==> config.mk <==
export PLATFORM = sky130hd
export DESIGN_NAME = alarm_repeat_match
export DESIGN_NICKNAME = d
export VERILOG_FILES = /design/src/rtl/alarm_pkg.sv /design/src/rtl/alarm_mask_decode.sv /design/src/rtl/alarm_field_cmp.sv /design/src/rtl/alarm_repeat_match.sv
export SDC_FILE = /design/constraint.sdc
export NUM_CORES = 1
export LEC_CHECK = 0
export BUFFER_PORTS_ARGS = -buffer_cell sky130_fd_sc_hd__buf_2
export CAP_MARGIN = 0
export CORE_MARGIN = 3
export CORE_UTILIZATION = 30
export DETAILED_ROUTE_END_ITERATION = 7
export GPL_TIMING_DRIVEN = 0
export PLACE_DENSITY = 0.95
export SYNTH_ARGS = -nofsm -noshare
export SYNTH_HDL_FRONTEND = slang
export SYNTH_HIERARCHICAL = 1
export SYNTH_SLANG_ARGS = --single-unit
==> constraint.sdc <==
create_clock -name clk -period 2.2 [get_ports clk]
set_clock_uncertainty 0.05 [all_clocks]
set_input_delay 0.33 -clock clk [delete_from_list [all_inputs] [get_ports clk]]
set_output_delay 0.33 -clock clk [all_outputs]
set_load 0.03 [all_outputs]
==> src/rtl/alarm_pkg.sv <==
package alarm_pkg;
  localparam int NUM_FIELDS = 5;
  localparam int FIELD_W    = 8;
  // field index order inside packed vectors
  typedef enum int {
    F_SEC  = 0,
    F_MIN  = 1,
    F_HOUR = 2,
    F_DATE = 3,
    F_MON  = 4
  } field_idx_e;
endpackage

==> src/rtl/alarm_mask_decode.sv <==
// Turns the repeat code into a per-field compare enable.
// The legal codes are ones from the top bit followed by zeros.
// Their inverse is then a run of low ones (2^k-1), which is exactly the enable set.
// Any other pattern falls back to comparing every field.
module alarm_mask_decode #(
  parameter int NUM_FIELDS = alarm_pkg::NUM_FIELDS
) (
  input  logic [NUM_FIELDS-1:0] rpt_code,
  output logic [NUM_FIELDS-1:0] cmp_en
);
  localparam int EXT_W = NUM_FIELDS + 1;

  logic [EXT_W-1:0] inv_ext;
  logic [EXT_W-1:0] inv_inc;
  logic             code_legal;

  always_comb begin
    inv_ext    = {1'b0, ~rpt_code};
    inv_inc    = inv_ext + EXT_W'(1);
    code_legal = ((inv_ext & inv_inc) == '0);
    cmp_en     = code_legal ? ~rpt_code : '1;
  end

  // The enable set must always be a contiguous run from bit 0 (R8 fallback keeps this).
  always_comb begin
    assert_enable_contiguous_R8: assert (((({1'b0, cmp_en}) & (({1'b0, cmp_en}) + EXT_W'(1))) == '0))
      else $error("compare enable not contiguous");
  end
endmodule

==> src/rtl/alarm_field_cmp.sv <==
// Compares each enabled field; disabled fields always agree.
module alarm_field_cmp #(
  parameter int NUM_FIELDS = alarm_pkg::NUM_FIELDS,
  parameter int FIELD_W    = alarm_pkg::FIELD_W
) (
  input  logic [NUM_FIELDS-1:0][FIELD_W-1:0] now_vec,
  input  logic [NUM_FIELDS-1:0][FIELD_W-1:0] alm_vec,
  input  logic [NUM_FIELDS-1:0]              cmp_en,
  output logic                               all_agree
);
  logic [NUM_FIELDS-1:0] field_ok;

  for (genvar g = 0; g < NUM_FIELDS; g++) begin : g_field
    assign field_ok[g] = !cmp_en[g] || (now_vec[g] == alm_vec[g]);
  end

  assign all_agree = &field_ok;

  // With nothing enabled, agreement is unconditional.
  always_comb begin
    assert_no_enable_agrees_R2: assert (cmp_en != '0 || all_agree)
      else $error("empty compare set did not agree");
  end
endmodule

==> src/rtl/alarm_repeat_match.sv <==
module alarm_repeat_match #(
  parameter int FIELD_W    = alarm_pkg::FIELD_W,
  parameter int NUM_FIELDS = alarm_pkg::NUM_FIELDS
) (
  input  logic               clk,
  input  logic               rst,
  input  logic               sec_tick,
  input  logic               flag_rd,
  input  logic [FIELD_W-1:0] now_sec,
  input  logic [FIELD_W-1:0] now_min,
  input  logic [FIELD_W-1:0] now_hour,
  input  logic [FIELD_W-1:0] now_date,
  input  logic [FIELD_W-1:0] now_mon,
  input  logic [FIELD_W-1:0] alm_sec,
  input  logic [FIELD_W-1:0] alm_min,
  input  logic [FIELD_W-1:0] alm_hour,
  input  logic [FIELD_W-1:0] alm_date,
  input  logic [FIELD_W-1:0] alm_mon,
  input  logic [NUM_FIELDS-1:0] rpt_code,
  output logic               alarm_flag,
  output logic               alarm_irq
);
  logic [NUM_FIELDS-1:0][FIELD_W-1:0] now_vec;
  logic [NUM_FIELDS-1:0][FIELD_W-1:0] alm_vec;
  logic [NUM_FIELDS-1:0]              cmp_en;
  logic                               all_agree;
  logic                               alarm_event;

  assign now_vec = {now_mon, now_date, now_hour, now_min, now_sec};
  assign alm_vec = {alm_mon, alm_date, alm_hour, alm_min, alm_sec};

  alarm_mask_decode #(.NUM_FIELDS(NUM_FIELDS)) u_dec (
    .rpt_code (rpt_code),
    .cmp_en   (cmp_en)
  );

  alarm_field_cmp #(.NUM_FIELDS(NUM_FIELDS), .FIELD_W(FIELD_W)) u_cmp (
    .now_vec   (now_vec),
    .alm_vec   (alm_vec),
    .cmp_en    (cmp_en),
    .all_agree (all_agree)
  );

  assign alarm_event = sec_tick && all_agree;

  // Setting wins over clearing so that a fresh event is never lost.
  always_ff @(posedge clk) begin
    if (rst) begin
      alarm_flag <= 1'b0;
      alarm_irq  <= 1'b0;
    end else if (alarm_event) begin
      alarm_flag <= 1'b1;
      alarm_irq  <= 1'b1;
    end else if (flag_rd) begin
      alarm_flag <= 1'b0;
      alarm_irq  <= 1'b0;
    end
  end

  assert_event_sets_flag_R12: assert property (@(posedge clk) disable iff (rst)
    (sec_tick && all_agree) |=> alarm_flag)
    else $error("alarm event did not set flag");

  assert_read_clears_R10: assert property (@(posedge clk) disable iff (rst)
    (flag_rd && !(sec_tick && all_agree)) |=> !alarm_flag)
    else $error("flag read did not clear flag");

  assert_hold_without_strobe_R9: assert property (@(posedge clk) disable iff (rst)
    (!sec_tick && !flag_rd) |=> $stable(alarm_flag))
    else $error("flag changed with no strobe");

  assert_no_tick_no_rise_R9: assert property (@(posedge clk) disable iff (rst)
    (!sec_tick) |=> !$rose(alarm_flag))
    else $error("flag rose without tick");
endmodule

=== Yosys cells after proc, flatten, opt, wreduce, memory -nomap -nowiden ===
Cells that the tools add are included.

* Bits in registers: 1
* Bits in latches: 0
* Memory bits (writable): 0
* Memory bits (read-only): 0
* Input port bits: 89
* Output and inout port bits: 2
* Logic and storage cells: 26
* Memories: 0

* Add/subtract/negate cells: 1
* $mul: 0
* Div/mod/pow operators: 0
* Order comparisons: 0
* Equal/unequal tests: 5
* Shift operators: 0
* Muxes and demuxes: 3
* Bitwise gates (word level): 2
* Reductions and logical operators: 14

{| class="wikitable"
|+ Operators by type and width
! kind !! count
|-
| 8-bit == test || 5
|-
| 5-bit by 1-bit adder with 6-bit output, second input constant || 1
|-
| 5-bit by 6-bit AND with 6-bit output || 1
|-
| 6-bit zero test || 1
|-
| 1-bit zero test || 5
|-
| 1-bit logical OR || 5
|-
| 5-bit two-way mux || 1
|-
| 5-bit inverter || 1
|-
| 5-bit AND reduction || 1
|-
| 1-bit two-way mux || 2
|-
| 2-bit nonzero test || 1
|-
| 1-bit logical AND || 1
|}

=== Longest topological paths before layout ===
Gate-level depths: netlist (run 1).

* Depth in word-level cells: 10
* Gate-level depth with buffers: 7
* Mapped depth without buffers: 7

=== Modules after synthesis ===
Netlist (run 1), hierarchy kept.

{| class="wikitable"
|+ By module, submodules not included
! module !! times used !! cells each !! area an instance (um^2) !! sequential area each (um^2)
|-
| alarm_field_cmp || 1 || 57 || 460.4 || 0.0
|-
| alarm_mask_decode || 1 || 9 || 53.8 || 0.0
|-
| alarm_repeat_match || 1 || 5 || 46.3 || 20.0
|}

=== Worst setup path after synthesis (run 1) ===
No wires, ideal clock.

* Kind: input -> register
* Start: in alm_min[3]
* End: reg alarm_irq
* Library setup time: 0.066 ns
* Arrival time: 1.105 ns
* Required time: 2.084 ns
* Setup slack: 0.979 ns
* Stages: 6
* Path buffers: 0
* Cell sequence: xor2_1 > nor4_2 > nand2_1 > a21oi_1 > nand2_1 > a21oi_2

* Longest elaborated chain between the ends: 5
* Elaborated cells between the ends (all ways): 6
* Classes of those cells: 1 x eq/ne; 1 x mux; 4 x reduce/logical

{| class="wikitable"
|+ RTL lines
! what !! RTL line !! text
|-
| start: declaration || alarm_repeat_match.sv:15 || <nowiki>input logic [FIELD_W-1:0] alm_min,</nowiki>
|-
| 8-bit == test * || alarm_field_cmp.sv:14 || <nowiki>assign field_ok[g] = !cmp_en[g] || (now_vec[g] == alm_vec[g]);</nowiki>
|-
| 1-bit logical OR * || alarm_field_cmp.sv:14 ||
|-
| 5-bit AND reduction * || alarm_field_cmp.sv:17 || <nowiki>assign all_agree = &field_ok;</nowiki>
|-
| named net all_agree || alarm_repeat_match.sv:26 || <nowiki>logic all_agree;</nowiki>
|-
| 1-bit logical AND * || alarm_repeat_match.sv:44 || <nowiki>assign alarm_event = sec_tick && all_agree;</nowiki>
|-
| 1-bit two-way mux / 2-bit nonzero test (equally long branches) || -- ||
|-
| end signal: assignment || alarm_repeat_match.sv:50 || <nowiki>alarm_irq <= 1'b0;</nowiki>
|-
| end signal: assignment || alarm_repeat_match.sv:53 || <nowiki>alarm_irq <= 1'b1;</nowiki>
|-
| end signal: assignment || alarm_repeat_match.sv:56 || <nowiki>alarm_irq <= 1'b0;</nowiki>
|-
| end: declaration || alarm_repeat_match.sv:21 || <nowiki>output logic alarm_irq</nowiki>
|}

Mark *: on every way through the listed nets, which the timed path passes. The rest lies on a longest branch.
A chain may end at the register's enable or synchronous reset.

=== Worst setup path after layout (run 1) ===
* Start: in alm_date[4]
* End: reg alarm_irq

* Longest elaborated chain between the ends: 5
* Elaborated cells between the ends (all ways): 6
* Classes of those cells: 1 x eq/ne; 1 x mux; 4 x reduce/logical

{| class="wikitable"
|+ RTL lines
! what !! RTL line !! text
|-
| start: declaration || alarm_repeat_match.sv:17 || <nowiki>input logic [FIELD_W-1:0] alm_date,</nowiki>
|-
| 8-bit == test * || alarm_field_cmp.sv:14 ||
|-
| 1-bit logical OR * || alarm_field_cmp.sv:14 ||
|-
| 5-bit AND reduction * || alarm_field_cmp.sv:17 ||
|-
| named net all_agree || alarm_repeat_match.sv:26 ||
|-
| 1-bit logical AND * || alarm_repeat_match.sv:44 ||
|-
| 1-bit two-way mux / 2-bit nonzero test (equally long branches) || -- ||
|}

Marked as above.

==> results of run 1 <==
==> per-stage QoR <==
stage                     instance area [µm²]  hold WS (ps)  util (%)  power, mW  std cells
final                                    1040           429      63.9      0.190        185
after global routing                     1040           453      63.9      0.207        185
after CTS                                1040           437      63.9      0.192        185
after detailed placement                 1040           436      63.9      0.191        185
after global placement                   1040           425      63.9      0.184        185
after floorplan                           561           342         -     0.0936         71
==> cell usage in the layout (no fill, tap or decap), drive strengths merged <==
cell,count
o21ai,4
or2,1
nor4,2
nand2,2
dfxtp,1
nand4,12
a21oi,2
nand2b,3
xnor2,32
o2111ai,1
inv,2
xor2,8
buf,91
==> cell families (layout without fill, tap and decap cells) <==
| family | count (synthesis) | in the layout | synth area share [%] |
|---|---|---|---|
| AOI/OAI and AO/OA | 7 | 7 | 7.59 |
| DFF | 1 | 1 | 3.57 |
| buffers and inverters | 3 | 93 | 2.68 |
| xor gates and xnor gates | 40 | 40 | 62.5 |
| and+or+nand+nor | 20 | 20 | 23.7 |
==> per-layer routing <==
layer / global-route usage, % / vias up
met5: 0 / -
met4: 0 / 0
met2: 31.5 / 43
met1: 14.3 / 357
met3: 2.14 / 0
li1: - / 427
==> worst paths after layout <==
check / start / slack [ps] / end
worst min register to register: alarm_irq / 430 / alarm_irq
worst min-delay path: alarm_irq / 430 / alarm_irq
worst max register to register: alarm_irq / 1580 / alarm_irq
worst max-delay path: alm_date[4] / 720 / alarm_irq
==> power by group <==
part | leakage [nW] | internal (mW) | switching (mW) | total [mW]
Clock | 0 | 0 | 0 | 0
Sequential | 0.00805 | 0.0185 | 0.0000000785 | 0.0185
Combinational | 0.498 | 0.107 | 0.0641 | 0.171
Total | 0.506 | 0.126 | 0.0641 | 0.190
==> worst max-delay path, stage by stage <==
cell and delay, ps:
buf_2 110, xnor2_1 160, nand4_1 100, o21ai_0 200, nand4_1 130, a21oi_1 140, nand2_1 80, a21oi_2 120
==> area by class of cell <==
class / instances / area share (%)
plain buffers: 1 / 0.721
inverters: 2 / 0.721
multi-input cells: 67 / 50.5
flip-flops and latches: 1 / 1.92
well taps: 24 / 2.88
repair buffers: 90 / 43.3
==> flow_summary.html, run 1 <==
<table>
<tr><th>Metric</th><th>Value</th></tr>
<tr><th colspan="2">Global route</th></tr>
<tr><td>Number of global-route vias before repair</td><td>762</td></tr>
<tr><td>Pin count of the biggest net entering global routing</td><td>5</td></tr>
<tr><td>Number of antenna violations at the first check in global routing</td><td>0</td></tr>
<tr><td>First-pass GRT wire length</td><td>2920 µm</td></tr>
<tr><td>Overall overflow remaining after global route</td><td>0</td></tr>
<tr><td>Total global routing track utilization</td><td>14.4%</td></tr>
<tr><th colspan="2">Floorplan</th></tr>
<tr><td>Effective utilization at floorplan</td><td>34.4%</td></tr>
<tr><td>Top-Level Pins</td><td>91</td></tr>
<tr><td>Die extent in x</td><td>49.2 µm</td></tr>
<tr><td>DIE AREA</td><td>2420 µm²</td></tr>
<tr><td>Die height</td><td>49.2 µm</td></tr>
<tr><td>Core region area</td><td>1630 µm²</td></tr>
<tr><td>Placement Rows</td><td>14</td></tr>
<tr><th colspan="2">Final layout</th></tr>
<tr><td>Top reg by flops</td><td>alarm_irq</td></tr>
<tr><td>Number of fillers in the final layout</td><td>150</td></tr>
<tr><td>Number of antenna diodes</td><td>0</td></tr>
<tr><td>Ratio of cells with drive above 1 in the final layout</td><td>58.4%</td></tr>
<tr><td>Area of combinational cells with multiple inputs</td><td>526 µm²</td></tr>
<tr><td>Max reg flops</td><td>1</td></tr>
<tr><td>Growth of design area from synthesis to finish</td><td>85.7%</td></tr>
<tr><td>Registers with the highest flip-flop counts</td><td>alarm_irq x1</td></tr>
<tr><td>Net count reported at finish</td><td>252</td></tr>
<tr><td>Sequential cell area in the final layout</td><td>20.0 µm²</td></tr>
<tr><th colspan="2">STA</th></tr>
<tr><td>Number of failing setup endpoints in the final timing report</td><td>0</td></tr>
<tr><td>Hold Fails Final Rpt</td><td>0</td></tr>
<tr><td>Aggregate negative setup slack</td><td>0 ps</td></tr>
<tr><td>Highest clock frequency the design can meet</td><td>675 MHz</td></tr>
<tr><td>RSZ-0062 raised after global routing</td><td>no</td></tr>
<tr><td>Worst setup slack after layout</td><td>719 ps</td></tr>
<tr><td>Slew Viols, Final</td><td>0</td></tr>
<tr><td>Minimum clock period after layout</td><td>1480 ps</td></tr>
<tr><td>Slew headroom</td><td>86.8%</td></tr>
<tr><td>Worst-margin pin slew</td><td>196 ps</td></tr>
<tr><td>Final period util</td><td>67.3%</td></tr>
<tr><th colspan="2">Route</th></tr>
<tr><td>Violation count after the first detailed-routing iteration</td><td>5</td></tr>
<tr><td>DR vias/cell</td><td>4.47</td></tr>
<tr><td>Drt total wl</td><td>1890 µm</td></tr>
<tr><td>Wl on met1</td><td>558 µm</td></tr>
<tr><td>Routed wl met3</td><td>200 µm</td></tr>
<tr><td>Met2 wire len</td><td>1130 µm</td></tr>
<tr><td>Final routed wire length divided by cell count</td><td>10.2 µm</td></tr>
<tr><td>Post-route antenna net violation count</td><td>0</td></tr>
<tr><td>Detailed-routing iteration count for the pre-antenna-repair pass</td><td>3</td></tr>
<tr><td>DRC violation count after routing</td><td>0</td></tr>
<tr><td>Top layer reached by signal wires</td><td>met3</td></tr>
<tr><td>Total vias in the final route</td><td>827</td></tr>
<tr><th colspan="2">Synth</th></tr>
<tr><td>Average instance area after synthesis</td><td>7.89 µm²</td></tr>
<tr><td>Top cell type by total area after synthesis</td><td>xnor2_1</td></tr>
<tr><td>Top_reg_cell synth</td><td>dfxtp_1</td></tr>
<tr><td>Gate count after technology mapping</td><td>71</td></tr>
<tr><td>List of most frequent post-synthesis cells</td><td>xnor2_1, nand4_1, xor2_1</td></tr>
<tr><td>Number of nets in the synthesized netlist</td><td>160</td></tr>
<tr><td>Flops &amp; latches, synth</td><td>1</td></tr>
<tr><td>Warnings from Yosys</td><td>6</td></tr>
<tr><td>Cell variety after synth</td><td>15</td></tr>
<tr><td>Area of the mapped netlist</td><td>561 µm²</td></tr>
<tr><td>Top-count cell post-synth</td><td>xnor2_1</td></tr>
<tr><td>Share of flip-flops with an asynchronous set or reset after synthesis</td><td>0%</td></tr>
<tr><td>Number of enable flip-flop cells after synthesis</td><td>0</td></tr>
<tr><td>Area contributors post-synth</td><td>xnor2_1, nand4_1, xor2_1</td></tr>
<tr><td>Share of the synthesized area in the top cell type</td><td>50.0%</td></tr>
<tr><td>Sequential fraction of the synthesis area</td><td>3.57%</td></tr>
<tr><th colspan="2">Clock tree</th></tr>
<tr><td>Post-CTS Hold Buffers</td><td>0</td></tr>
<tr><td>Resized Gates After CTS</td><td>0</td></tr>
<tr><td>Post-CTS Setup Repair Bufs</td><td>0</td></tr>
<tr><td>Reg clk slew, reported paths</td><td>0 ps</td></tr>
<tr><td>Latest clock arrival within the worst-skew pair</td><td>0 ps</td></tr>
<tr><th colspan="2">Setup path</th></tr>
<tr><td>Crit start category</td><td>input port</td></tr>
<tr><td>Logic depth of the worst register-to-register path</td><td>2</td></tr>
<tr><td>Endpoint type of the worst setup path</td><td>flip-flop</td></tr>
<tr><td>Required time reported for the critical path endpoint</td><td>2080 ps</td></tr>
<tr><td>Maximum fanout encountered on the critical timing path</td><td>1</td></tr>
<tr><td>Critical Path AT</td><td>1360 ps</td></tr>
<tr><td>Worst Setup Path Type</td><td>input port to flip-flop</td></tr>
<tr><th colspan="2">Hold path</th></tr>
<tr><td>Worst Hold Path Cells</td><td>2</td></tr>
<tr><td>Hold WC Path Type</td><td>flip-flop to flip-flop</td></tr>
<tr><th colspan="2">Placement</th></tr>
<tr><td>Placer's final routability congestion estimate</td><td>0.648</td></tr>
<tr><td>Total half-perimeter wirelength after legalization and detailed placement</td><td>1850 µm</td></tr>
<tr><td>Setup WS pre-CTS</td><td>698 ps</td></tr>
<tr><td>I/O Buffers</td><td>90</td></tr>
<tr><th colspan="2">Power</th></tr>
<tr><td>Total power density per cell area</td><td>182 nW/µm²</td></tr>
<tr><td>Maximum resistive drop on vdd</td><td>0.112 mV</td></tr>
<tr><td>Static leakage</td><td>0.506 nW</td></tr>
<tr><th colspan="2">Run</th></tr>
<tr><td>Count of maximum capacitance violations</td><td>0</td></tr>
<tr><th colspan="2">Run status</th></tr>
<tr><td>Result of the run</td><td>completed</td></tr>
</table>
Note: power is estimated with default switching activity, not from simulation.
==> inputs of run 2 (changes only) <==
Settings changed: ABC_AREA set to 1, CORE_UTILIZATION 30 to 33, PLACE_DENSITY 0.95 to 0.94.
Clock period 2.2 ns to 1.5 ns, I/O delays scaled along.
==> flow_summary.html, run 2 <==
<table>
<tr><th>Metric</th><th>Value</th></tr>
<tr><th colspan="2">Synth</th></tr>
<tr><td>Top-count cell post-synth</td><td>nand2_1</td></tr>
<tr><td>Number of nets in the synthesized netlist</td><td>235 (+47%)</td></tr>
<tr><td>Multiplexer share of the synthesized area</td><td>0% (unchanged)</td></tr>
<tr><td>Largest family of logic cells by synthesized area</td><td>simple AND/OR/NAND/NOR gates</td></tr>
<tr><td>Share of flip-flops with an asynchronous set or reset after synthesis</td><td>0% (unchanged)</td></tr>
<tr><td>Flops &amp; latches, synth</td><td>1 (unchanged)</td></tr>
<tr><td>Sequential fraction of the synthesis area</td><td>2.71% (-0.86 points)</td></tr>
<tr><td>Area contributors post-synth</td><td>xnor2_1, nand2_1, inv_1</td></tr>
<tr><td>Number of enable flip-flop cells after synthesis</td><td>0 (unchanged)</td></tr>
<tr><td>Parity-gate share of the synthesized area counting xor and xnor cells</td><td>34.3% (-28 points)</td></tr>
<tr><td>Area of the mapped netlist</td><td>739 µm² (+32%)</td></tr>
<tr><td>Average instance area after synthesis</td><td>5.06 µm² (-36%)</td></tr>
<tr><td>Top_reg_cell synth</td><td>dfxtp_1</td></tr>
<tr><td>Cell variety after synth</td><td>10 (-5)</td></tr>
<tr><td>Post-synthesis adder-cell area fraction</td><td>0% (unchanged)</td></tr>
<tr><td>Simple-gate share of the synthesized area</td><td>46.9% (+23 points)</td></tr>
<tr><td>Gate count after technology mapping</td><td>146 (+110%)</td></tr>
<tr><td>Warnings from Yosys</td><td>6 (unchanged)</td></tr>
<tr><td>Share of the synthesized area in the top cell type</td><td>34.3% (-16 points)</td></tr>
<tr><td>Compound-Gate Fraction of Synth Area</td><td>2.37% (-5.2 points)</td></tr>
<tr><td>Top cell type by total area after synthesis</td><td>xnor2_1</td></tr>
<tr><td>List of most frequent post-synthesis cells</td><td>nand2_1, xnor2_1, inv_1</td></tr>
<tr><th colspan="2">STA</th></tr>
<tr><td>Aggregate negative setup slack</td><td>0 ps (unchanged)</td></tr>
<tr><td>Final period util</td><td>87.5%</td></tr>
<tr><td>RSZ-0062 raised after global routing</td><td>no</td></tr>
<tr><td>Hold Fails Final Rpt</td><td>0 (unchanged)</td></tr>
<tr><td>Worst-margin pin slew</td><td>201 ps (+5.02 ps)</td></tr>
<tr><td>Highest clock frequency the design can meet</td><td>762 MHz</td></tr>
<tr><td>Number of failing setup endpoints in the final timing report</td><td>0 (unchanged)</td></tr>
<tr><td>Slew Viols, Final</td><td>0 (unchanged)</td></tr>
<tr><td>Minimum clock period after layout</td><td>1310 ps</td></tr>
<tr><td>Slew headroom</td><td>86.6% (-0.23 points)</td></tr>
<tr><th colspan="2">Placement</th></tr>
<tr><td>Total half-perimeter wirelength after legalization and detailed placement</td><td>2010 µm (+8.4%)</td></tr>
<tr><td>Cell Area, Placed</td><td>1220 µm² (+18%)</td></tr>
<tr><td>Placer's final routability congestion estimate</td><td>0.674 (+4.1%)</td></tr>
<tr><td>Post-placement cell count</td><td>263 (+42%)</td></tr>
<tr><td>I/O Buffers</td><td>90 (unchanged)</td></tr>
<tr><th colspan="2">Power</th></tr>
<tr><td>Relative contribution of the clock network to total power</td><td>0% (unchanged)</td></tr>
<tr><td>Total power density per cell area</td><td>256 nW/µm² (+40%)</td></tr>
<tr><td>Switching Power</td><td>0.119 mW (+86%)</td></tr>
<tr><td>Part of the total power dissipated in sequential elements</td><td>8.7% (-1.1 points)</td></tr>
<tr><td>Part of the power in combinational logic</td><td>91.3% (+1.1 points)</td></tr>
<tr><td>Maximum resistive drop on vdd</td><td>0.160 mV (+43%)</td></tr>
<tr><td>Static leakage</td><td>0.766 nW (+51%)</td></tr>
<tr><td>Switching share of power</td><td>38.1% (+4.3 points)</td></tr>
<tr><td>Int Power</td><td>0.194 mW (+54%)</td></tr>
<tr><th colspan="2">Global route</th></tr>
<tr><td>Overall overflow remaining after global route</td><td>0 (unchanged)</td></tr>
<tr><td>Total global routing track utilization</td><td>12.2% (-2.2 points)</td></tr>
<tr><td>First-pass GRT wire length</td><td>2780 µm (-4.7%)</td></tr>
<tr><td>Pin count of the biggest net entering global routing</td><td>6 (+1)</td></tr>
<tr><td>Number of global-route vias before repair</td><td>866 (+14%)</td></tr>
<tr><td>Number of antenna violations at the first check in global routing</td><td>0 (unchanged)</td></tr>
<tr><th colspan="2">Setup path</th></tr>
<tr><td>Worst Setup Path Type</td><td>input port to flip-flop</td></tr>
<tr><td>Maximum fanout encountered on the critical timing path</td><td>5 (+4)</td></tr>
<tr><td>Logic depth of the worst register-to-register path</td><td>2 (unchanged)</td></tr>
<tr><td>Required time reported for the critical path endpoint</td><td>1380 ps (-700 ps)</td></tr>
<tr><td>Crit start category</td><td>input port</td></tr>
<tr><td>Critical path's largest stage delay</td><td>200 ps (about the same)</td></tr>
<tr><td>Cell-by-cell listing of the critical path</td><td>buf_2 &gt; inv_1 &gt; nand2_1 &gt; a21oi_2 &gt; nand3_1 &gt; nand2_1 &gt; nand3_1 &gt; nor2_1 &gt; nand2_1 &gt; a21oi_2</td></tr>
<tr><td>Max stage delay cell, worst path</td><td>a21oi_2</td></tr>
<tr><td>Most numerous cell on the critical path</td><td>nand2_1</td></tr>
<tr><td>Critical Path AT</td><td>1190 ps (-170 ps)</td></tr>
<tr><td>Endpoint type of the worst setup path</td><td>flip-flop</td></tr>
<tr><td>Cell count along the critical path</td><td>10 (+2)</td></tr>
<tr><td>Largest delay contributor family on the critical path</td><td>simple AND/OR/NAND/NOR gates</td></tr>
<tr><td>Count of buffering cells on the critical path with inverters included</td><td>2 (+1)</td></tr>
<tr><th colspan="2">Final layout</th></tr>
<tr><td>Finished Layout Cells</td><td>263 (+42%)</td></tr>
<tr><td>Number of antenna diodes</td><td>0 (unchanged)</td></tr>
<tr><td>Design area</td><td>1220 µm² (+18%)</td></tr>
<tr><td>Max reg flops</td><td>1 (unchanged)</td></tr>
<tr><td>Commonest cells after routing, fill and taps aside</td><td>buf_2, nand2_1, xnor2_1, inv_1, nor2_1</td></tr>
<tr><td>Net count reported at finish</td><td>327 (+30%)</td></tr>
<tr><td>Top reg by flops</td><td>alarm_irq</td></tr>
<tr><td>Leading cell type in the layout, fill and taps excluded</td><td>buf_2</td></tr>
<tr><td>Growth of design area from synthesis to finish</td><td>65.5%</td></tr>
<tr><td>Post-Route Utilization</td><td>59.9% (-4.0 points)</td></tr>
<tr><td>Registers with the highest flip-flop counts</td><td>alarm_irq x1</td></tr>
<tr><td>Number of fillers in the final layout</td><td>209 (+39%)</td></tr>
<tr><td>Ratio of cells with drive above 1 in the final layout</td><td>39.8% (-19 points)</td></tr>
<tr><th colspan="2">Floorplan</th></tr>
<tr><td>Effective utilization at floorplan</td><td>36.2% (+1.8 points)</td></tr>
<tr><td>Core region area</td><td>2040 µm² (+25%)</td></tr>
<tr><td>Top-Level Pins</td><td>91 (unchanged)</td></tr>
<tr><td>Die extent in x</td><td>53.3 µm (+8.3%)</td></tr>
<tr><td>Placement Rows</td><td>16 (+2)</td></tr>
<tr><td>DIE AREA</td><td>2840 µm² (+17%)</td></tr>
<tr><td>Die height</td><td>53.3 µm (+8.3%)</td></tr>
<tr><th colspan="2">Route</th></tr>
<tr><td>Post-route antenna net violation count</td><td>0 (unchanged)</td></tr>
<tr><td>Detailed-routing iteration count for the pre-antenna-repair pass</td><td>2 (-1)</td></tr>
<tr><td>Final routed wire length divided by cell count</td><td>7.83 µm (-23%)</td></tr>
<tr><td>Violation count after the first detailed-routing iteration</td><td>3 (-2)</td></tr>
<tr><td>DRC violation count after routing</td><td>0 (unchanged)</td></tr>
<tr><td>Drt total wl</td><td>2060 µm (+8.8%)</td></tr>
<tr><td>Total vias in the final route</td><td>1082 (+31%)</td></tr>
<tr><td>DR vias/cell</td><td>4.11 (-8.0%)</td></tr>
<tr><th colspan="2">Clock tree</th></tr>
<tr><td>Post-CTS Setup Repair Bufs</td><td>0 (unchanged)</td></tr>
<tr><td>Post-CTS Hold Buffers</td><td>0 (unchanged)</td></tr>
<tr><td>Reg clk slew, reported paths</td><td>0 ps (unchanged)</td></tr>
<tr><td>Resized Gates After CTS</td><td>0 (unchanged)</td></tr>
<tr><td>Latest clock arrival within the worst-skew pair</td><td>0 ps (unchanged)</td></tr>
<tr><th colspan="2">Run status</th></tr>
<tr><td>Result of the run</td><td>completed</td></tr>
<tr><th colspan="2">Hold path</th></tr>
<tr><td>Worst Hold Path Cells</td><td>2 (unchanged)</td></tr>
<tr><td>Hold WC Path Type</td><td>input port to flip-flop</td></tr>
<tr><th colspan="2">Run</th></tr>
<tr><td>Count of maximum capacitance violations</td><td>0 (unchanged)</td></tr>
</table>
run 2: cell types whose count changed in the layout (fill, tap and decap cells not counted), sizes merged, moves of 3 or more:
cell	previous run	this run
xnor2	32	29
xor2	8	0
nor2	0	14
nand2b	3	0
nand4	12	0
nand2	2	65
o21ai	4	0
nand3	0	7
inv	2	25
run 2: cell families after synthesis:
group                     count (synthesis)
buffers and inverters                    26
and+or+nand+nor                          88
AOI/OAI and AO/OA                         2
xor gates and xnor gates                 29
DFF                                       1
run 2: worst paths after layout:
| kind | from | end | slack [ps] |
|---|---|---|---|
| setup reg to reg | alarm_irq | alarm_irq | 880 |
| hold reg to reg | alarm_irq | alarm_irq | 430 |
| hold / removal | rst | alarm_irq | 340 |
| setup / recovery | rpt_code[2] | alarm_irq | 190 |
run 2: stage by stage:
stage                     setup WS [ps]  total power [mW]  hold slack [ps]
after floorplan                     430             0.168              237
after global placement              194             0.306              334
after detailed placement            172             0.316              336
after CTS                           169             0.317              336
after global routing               70.1             0.349              343
final                               188             0.313              335
run 2: area by class of cell:
class | count | area [µm²] | share of cell area [%]
plain buffers | 1 | 7.51 | 0.613
multi-input cells | 119 | 618 | 50.5
well taps | 27 | 33.8 | 2.76
flip-flops and latches | 1 | 20.0 | 1.64
inverters | 25 | 93.8 | 7.67
repair buffers | 90 | 450 | 36.8
run 2: worst reg2reg max path, delay by kind of cell (launching register included):
kind	cells	cell delay, ps
AND/OR/NAND/NOR	1	70
flip-flops	1	320
AO/OA/AOI/OAI	1	100
run 2: power groups by stage:
stage	logic [mW]	clock network, mW	registers [mW]
2_1_floorplan	0.140	0	0.0271
3_3_place_gp	0.279	0	0.0271
3_5_place_dp	0.288	0	0.0271
4_1_cts	0.290	0	0.0271
5_1_grt	0.322	0	0.0271
6_report	0.286	0	0.0271
run 2: metal layers:
| metal | track usage (%) | vias to the layer above | wire length, µm |
|---|---|---|---|
| li1 | - | 601 | - |
| met1 | 11.1 | 426 | 681 |
| met2 | 28.2 | 55 | 1070 |
| met3 | 1.69 | 0 | 302 |
| met4 | 0 | 0 | 0 |
| met5 | 0 | - | 0 |
